$ cat config.mk
export PLATFORM = sky130hd
export DESIGN_NAME = tmr_degrade_voter
export DESIGN_NICKNAME = d
export VERILOG_FILES = /design/src/rtl/tv_pkg.sv /design/src/rtl/tv_match_net.sv /design/src/rtl/tv_mode_ctrl.sv /design/src/rtl/tv_out_stage.sv /design/src/rtl/tmr_degrade_voter.sv
export SDC_FILE = /design/constraint.sdc
export NUM_CORES = 1
export LEC_CHECK = 0
export BUFFER_PORTS_ARGS = -buffer_cell sky130_fd_sc_hd__buf_4
export CAP_MARGIN = 40
export CORE_MARGIN = 2
export CORE_UTILIZATION = 48
export CTS_BUF_LIST = sky130_fd_sc_hd__clkbuf_16
export CTS_CLUSTER_SIZE = 16
export DETAILED_ROUTE_END_ITERATION = 7
export PLACE_DENSITY = 0.8
export SKIP_LAST_GASP = 1
export SLEW_MARGIN = 0
export SYNTH_ARGS = -nofsm -noshare
export SYNTH_HDL_FRONTEND = slang
export SYNTH_SLANG_ARGS = --single-unit
$ cat constraint.sdc
create_clock -name clk -period 3.12 [get_ports clk]
set_input_delay 0.624 -clock clk [delete_from_list [all_inputs] [get_ports clk]]
set_output_delay 0.624 -clock clk [all_outputs]
set_load 0.03 [all_outputs]
$ cat src/rtl/tv_pkg.sv
package tv_pkg;
  localparam int NUM_CH = 3;

  typedef enum logic [1:0] {
    MODE_TRIPLE = 2'd0,
    MODE_PAIR   = 2'd1,
    MODE_SAFE   = 2'd2
  } vote_mode_e;

  // channel codes as seen on bad_chan
  localparam logic [1:0] CH_NONE = 2'd0;
  localparam logic [1:0] CH_A    = 2'd1;
  localparam logic [1:0] CH_B    = 2'd2;
  localparam logic [1:0] CH_C    = 2'd3;

  // forwarding selector (array index)
  localparam logic [1:0] SEL_A = 2'd0;
  localparam logic [1:0] SEL_B = 2'd1;
  localparam logic [1:0] SEL_C = 2'd2;
endpackage

$ cat src/rtl/tv_match_net.sv
module tv_match_net
  import tv_pkg::*;
#(
  parameter int DATA_W = 16
) (
  input  logic [DATA_W-1:0] ch [NUM_CH],
  output logic [NUM_CH-1:0] eq_ring
);
  // eq_ring[0]=a==b, eq_ring[1]=b==c, eq_ring[2]=c==a ; exact bitwise
  for (genvar i = 0; i < NUM_CH; i++) begin : g_pair
    localparam int J = (i + 1) % NUM_CH;
    assign eq_ring[i] = (ch[i] == ch[J]);
  end
endmodule

$ cat src/rtl/tv_mode_ctrl.sv
module tv_mode_ctrl
  import tv_pkg::*;
(
  input  logic             clk,
  input  logic             rst_n,
  input  logic             in_vld,
  input  logic [NUM_CH-1:0] eq_ring,
  output logic             fwd_en,
  output logic [1:0]       fwd_sel,
  output logic             go_safe,
  output vote_mode_e       mode_q,
  output logic [1:0]       excl_q
);
  logic       eq_ab, eq_bc, eq_ca, pair_eq;
  logic [1:0] pair_sel;
  vote_mode_e mode_d;
  logic [1:0] excl_d;

  assign eq_ab = eq_ring[0];
  assign eq_bc = eq_ring[1];
  assign eq_ca = eq_ring[2];

  // surviving pair in degraded mode
  always_comb begin
    case (excl_q)
      CH_A:    begin pair_eq = eq_bc; pair_sel = SEL_B; end
      CH_B:    begin pair_eq = eq_ca; pair_sel = SEL_A; end
      default: begin pair_eq = eq_ab; pair_sel = SEL_A; end
    endcase
  end

  always_comb begin
    mode_d  = mode_q;
    excl_d  = excl_q;
    fwd_en  = 1'b0;
    fwd_sel = SEL_A;
    go_safe = 1'b0;
    if (in_vld) begin
      case (mode_q)
        MODE_TRIPLE: begin
          if (eq_ab && eq_bc) begin
            fwd_en = 1'b1;
          end else if (eq_ab) begin
            fwd_en = 1'b1; excl_d = CH_C; mode_d = MODE_PAIR;
          end else if (eq_bc) begin
            fwd_en = 1'b1; fwd_sel = SEL_B; excl_d = CH_A; mode_d = MODE_PAIR;
          end else if (eq_ca) begin
            fwd_en = 1'b1; excl_d = CH_B; mode_d = MODE_PAIR;
          end else begin
            go_safe = 1'b1; mode_d = MODE_SAFE;
          end
        end
        MODE_PAIR: begin
          if (pair_eq) begin
            fwd_en = 1'b1; fwd_sel = pair_sel;
          end else begin
            go_safe = 1'b1; mode_d = MODE_SAFE;
          end
        end
        default: ;
      endcase
    end
  end

  always_ff @(posedge clk or negedge rst_n) begin
    if (!rst_n) begin
      mode_q <= MODE_TRIPLE;
      excl_q <= CH_NONE;
    end else if (in_vld) begin
      mode_q <= mode_d;
      excl_q <= excl_d;
    end
  end

  assert_safe_absorbing_R7: assert property (@(posedge clk) disable iff (!rst_n)
    (mode_q == MODE_SAFE) |=> (mode_q == MODE_SAFE));
  assert_no_return_triple_R3: assert property (@(posedge clk) disable iff (!rst_n)
    (mode_q != MODE_TRIPLE) |=> (mode_q != MODE_TRIPLE));
  assert_excl_stable_R8: assert property (@(posedge clk) disable iff (!rst_n)
    (excl_q != CH_NONE) |=> $stable(excl_q));
endmodule

$ cat src/rtl/tv_out_stage.sv
module tv_out_stage
  import tv_pkg::*;
#(
  parameter int DATA_W = 16
) (
  input  logic              clk,
  input  logic              rst_n,
  input  logic [DATA_W-1:0] ch [NUM_CH],
  input  logic              fwd_en,
  input  logic [1:0]        fwd_sel,
  input  logic              go_safe,
  output logic [DATA_W-1:0] out_data,
  output logic              out_vld
);
  logic [DATA_W-1:0] pick;
  logic [DATA_W-1:0] data_d;
  logic              data_en;

  always_comb begin
    case (fwd_sel)
      SEL_B:   pick = ch[1];
      SEL_C:   pick = ch[2];
      default: pick = ch[0];
    endcase
  end

  always_comb begin
    data_en = fwd_en | go_safe;
    data_d  = go_safe ? '0 : pick;
  end

  always_ff @(posedge clk or negedge rst_n) begin
    if (!rst_n) begin
      out_data <= '0;
      out_vld  <= 1'b0;
    end else begin
      out_vld <= fwd_en;
      if (data_en) out_data <= data_d;
    end
  end

  assert_vld_not_with_safe_R5: assert property (@(posedge clk) disable iff (!rst_n)
    go_safe |=> (!out_vld && out_data == '0));
endmodule

$ cat src/rtl/tmr_degrade_voter.sv
module tmr_degrade_voter
  import tv_pkg::*;
#(
  parameter int DATA_W = 16
) (
  input  logic              clk,
  input  logic              rst_n,
  input  logic              in_vld,
  input  logic [DATA_W-1:0] chan_a,
  input  logic [DATA_W-1:0] chan_b,
  input  logic [DATA_W-1:0] chan_c,
  output logic [DATA_W-1:0] out_data,
  output logic              out_vld,
  output logic [1:0]        bad_chan,
  output logic              warn,
  output logic              multi_fail,
  output logic              brake
);
  logic [DATA_W-1:0] ch [NUM_CH];
  logic [NUM_CH-1:0] eq_ring;
  logic              fwd_en, go_safe;
  logic [1:0]        fwd_sel;
  vote_mode_e        mode_q;
  logic [1:0]        excl_q;

  assign ch[0] = chan_a;
  assign ch[1] = chan_b;
  assign ch[2] = chan_c;

  tv_match_net #(.DATA_W(DATA_W)) u_match (
    .ch(ch), .eq_ring(eq_ring)
  );

  tv_mode_ctrl u_ctrl (
    .clk(clk), .rst_n(rst_n), .in_vld(in_vld), .eq_ring(eq_ring),
    .fwd_en(fwd_en), .fwd_sel(fwd_sel), .go_safe(go_safe),
    .mode_q(mode_q), .excl_q(excl_q)
  );

  tv_out_stage #(.DATA_W(DATA_W)) u_out (
    .clk(clk), .rst_n(rst_n), .ch(ch), .fwd_en(fwd_en), .fwd_sel(fwd_sel),
    .go_safe(go_safe), .out_data(out_data), .out_vld(out_vld)
  );

  assign bad_chan   = excl_q;
  assign warn       = (excl_q != CH_NONE);
  assign multi_fail = (mode_q == MODE_SAFE);
  assign brake      = (mode_q == MODE_SAFE);

  assert_vld_excludes_fail_R5: assert property (@(posedge clk) disable iff (!rst_n)
    out_vld |-> !multi_fail);
  assert_one_cycle_latency_R11: assert property (@(posedge clk) disable iff (!rst_n)
    out_vld |-> $past(in_vld));
endmodule

==> qor.yml <==
status: "finished clean"
final.setup.worst_slack_ns: 0.325
synth_top_cell_area_share_pct: 30.3
powerDensity_nw_per_um2: 293
grt_pass1_vias: 1576
skew_ns: 0.00476
gp_congestion: 0.853
synth_flop_cell: "dfrtp_1"
syn_to_final_growth_pct: 37.9
ant_nets: 0
die_w_um: 64.1
path_clk_slew_ns: 0.06
tns_ns: 0
arrival_ns: 2.99
layout_commonest_cell: "buf_4"
drc: 0
synth_top_area_cell: "dfrtp_1"
first_pass_iters: 4
grt_use_total_pct: 24.4
ys_seq_area_share_pct: 30.3
drive_gt1_share_pct: 40.5
grt.overflow.total: 0
ys_ff_latch: 21
postCtsHoldBufs: 0
drtIter0Drc: 56
io_pins: 73
grt_max_degree: 22
start_kind: "input pin"
endpoint_kind: "flop"
die_area_um2: 4110
async_flop_share_pct: 100
r2r_setup_slack_ns: 0.72
grt_pass1_wl_mm: 7.69
relSlewSlack_pct: 54.7
std_cell_rows: 21
diodes: 0
r2r-end: "u_out.out_data[12]$_DFFE_PN0P_"
netlist_area_um2: 1730
crit_type: "in -> reg"
r2r_cells: 8
pre_cts_slack_ns: 0.110
r2r_start: "u_ctrl.excl_q[0]$_DFFE_PN0P_"
cts.sinks: 21
path_max_fanout: 16
numCtsBuffers: 3
setup_viol: 0
synth.net_count: 219
vias: 1572
h-tree-depth: 1
grt_setup_unrepaired: "false"
worst-endpoint-required_ns: 3.31
cts_root_buf: "clkbuf_16"
worst_slew_pin_slew_ns: 0.679
placed_cells: 279
yosysUniqueCellTypes: 35
synth_top_cells_by_area: "dfrtp_1 (30%), xor2_1 (24%), a221o_1 (9.2%)"
antenna_found_initial: 0
drv_cap: 0
wl_per_cell_um: 16.4
core_um2: 3390
cts_tree: "done"
fillers: 246
post_cts_buffers: 0
clockBufferDepth: 2
final_cells: 283
period_share_pct: 89.6
io_buffers: 72
avgViaCountPerCell: 5.55
synth_edf_count: 0
clk_latency_ns: 0.26
cts_resized: 0
ys_warn_count: 0
slew_viol_final: 0
irDropWorstVdd_mv: 0.183
dieHeight_um: 64.1
dp_hpwl_mm: 3.63
max_freq_ghz: 0.358
finalCriticalPeriod_ns: 2.80
syn_avg_cell_area_um2: 10.5
p_leak_nw: 1.17
min_path_type: "in -> async"
hold_viol: 0
synthCells: 165
start_util_pct: 51.1
mostFrequentLayoutCells: "buf_4 (74), xor2_1 (48), dfrtp_1 (21), nor2b_1 (17), a221o_1 (16)"
nets: 292
drt-total-wl_mm: 4.64
-- power breakdown --
| group | switching (mW) | internal, mW | leakage, nW |
|---|---|---|---|
| Clock | 0.102 | 0.172 | 0.0409 |
| Sequential | 0 | 0.272 | 0.283 |
| Combinational | 0.0798 | 0.0736 | 0.842 |
-- cell families after synthesis --
logic type      count (synthesis)  synth area share (%)
compound gates                 32                  17.3
simple gates                   47                  20.8
mux                             1                 0.578
buf+inv                        13                  4.55
fa+ha+maj                       3                  2.17
flops                          21                  30.3
xor+xnor                       48                  24.3
-- through the flow --
stage	total power, mW	cell area (µm²)	hold slack [ns]	util [%]
final	0.700	2390	0.243	70.5
after global routing	0.727	2390	0.258	70.5
after CTS	0.701	2390	0.253	70.5
after detailed placement	0.429	2310	0.526	68.1
after global placement	0.427	2310	0.523	68.1
after floorplan	0.337	1730	0.328	-
-- registers in the layout, summed over array words and instances, names as in the netlist --
register        flops
u_out.out_vld       1
u_ctrl.excl_q       2
u_ctrl.mode_q       2
u_out.out_data     16
-- cell usage after synthesis, drive strengths merged, types with 2 or more instances --
cell type / count
a211o: 2
a21boi: 2
a21oi: 2
a221o: 16
a311oi: 2
a31oi: 2
buf: 5
clkbuf: 2
dfrtp: 21
ha: 3
inv: 6
nand2: 7
nand4: 3
nor2b: 17
nor4: 13
o32ai: 2
or2: 2
xor2: 48
-- routing by layer --
metal | vias up | global-route usage (%) | part of all wire [%]
met1 | 762 | 33.9 | 45
met5 | - | 0 | 0
met2 | 58 | 40.0 | 49
met3 | 4 | 3.35 | 5.8
met4 | 0 | 5.71 | 0.78
li1 | 748 | - | -
-- how the worst max path moves through the flow --
stage,depth (start not counted),startpoint,endpoint
finish,8,chan_a[7],u_out.out_data[12]$_DFFE_PN0P_
global route,8,chan_a[7],u_out.out_data[12]$_DFFE_PN0P_
CTS,8,chan_a[7],u_out.out_data[15]$_DFFE_PN0P_
detailed placement,8,chan_b[5],u_out.out_data[12]$_DFFE_PN0P_
global placement,8,chan_b[14],u_out.out_data[8]$_DFFE_PN0P_
floorplan,8,chan_b[10],u_out.out_data[10]$_DFFE_PN0P_
-- critical path, cell delays in order --
cell      delay, ns
buf_4          0.13
xor2_1         0.16
nor4_1         0.51
nand4_1        0.22
a311oi_2       0.34
a211o_2        0.18
o31a_1         0.57
a221o_1        0.26
-- cell type report --
| type | instances | area (µm²) | area share [%] |
|---|---|---|---|
| multi-input cells | 131 | 1130 | 47.2 |
| repair buffers | 75 | 576 | 24.1 |
| flip-flops and latches | 21 | 526 | 22.0 |
| clock buffers | 3 | 75.1 | 3.14 |
| well taps | 46 | 57.6 | 2.41 |
| inverters | 6 | 22.5 | 0.942 |
| clock inverters | 1 | 5.00 | 0.209 |
Note: power is estimated with default switching activity, not from simulation.
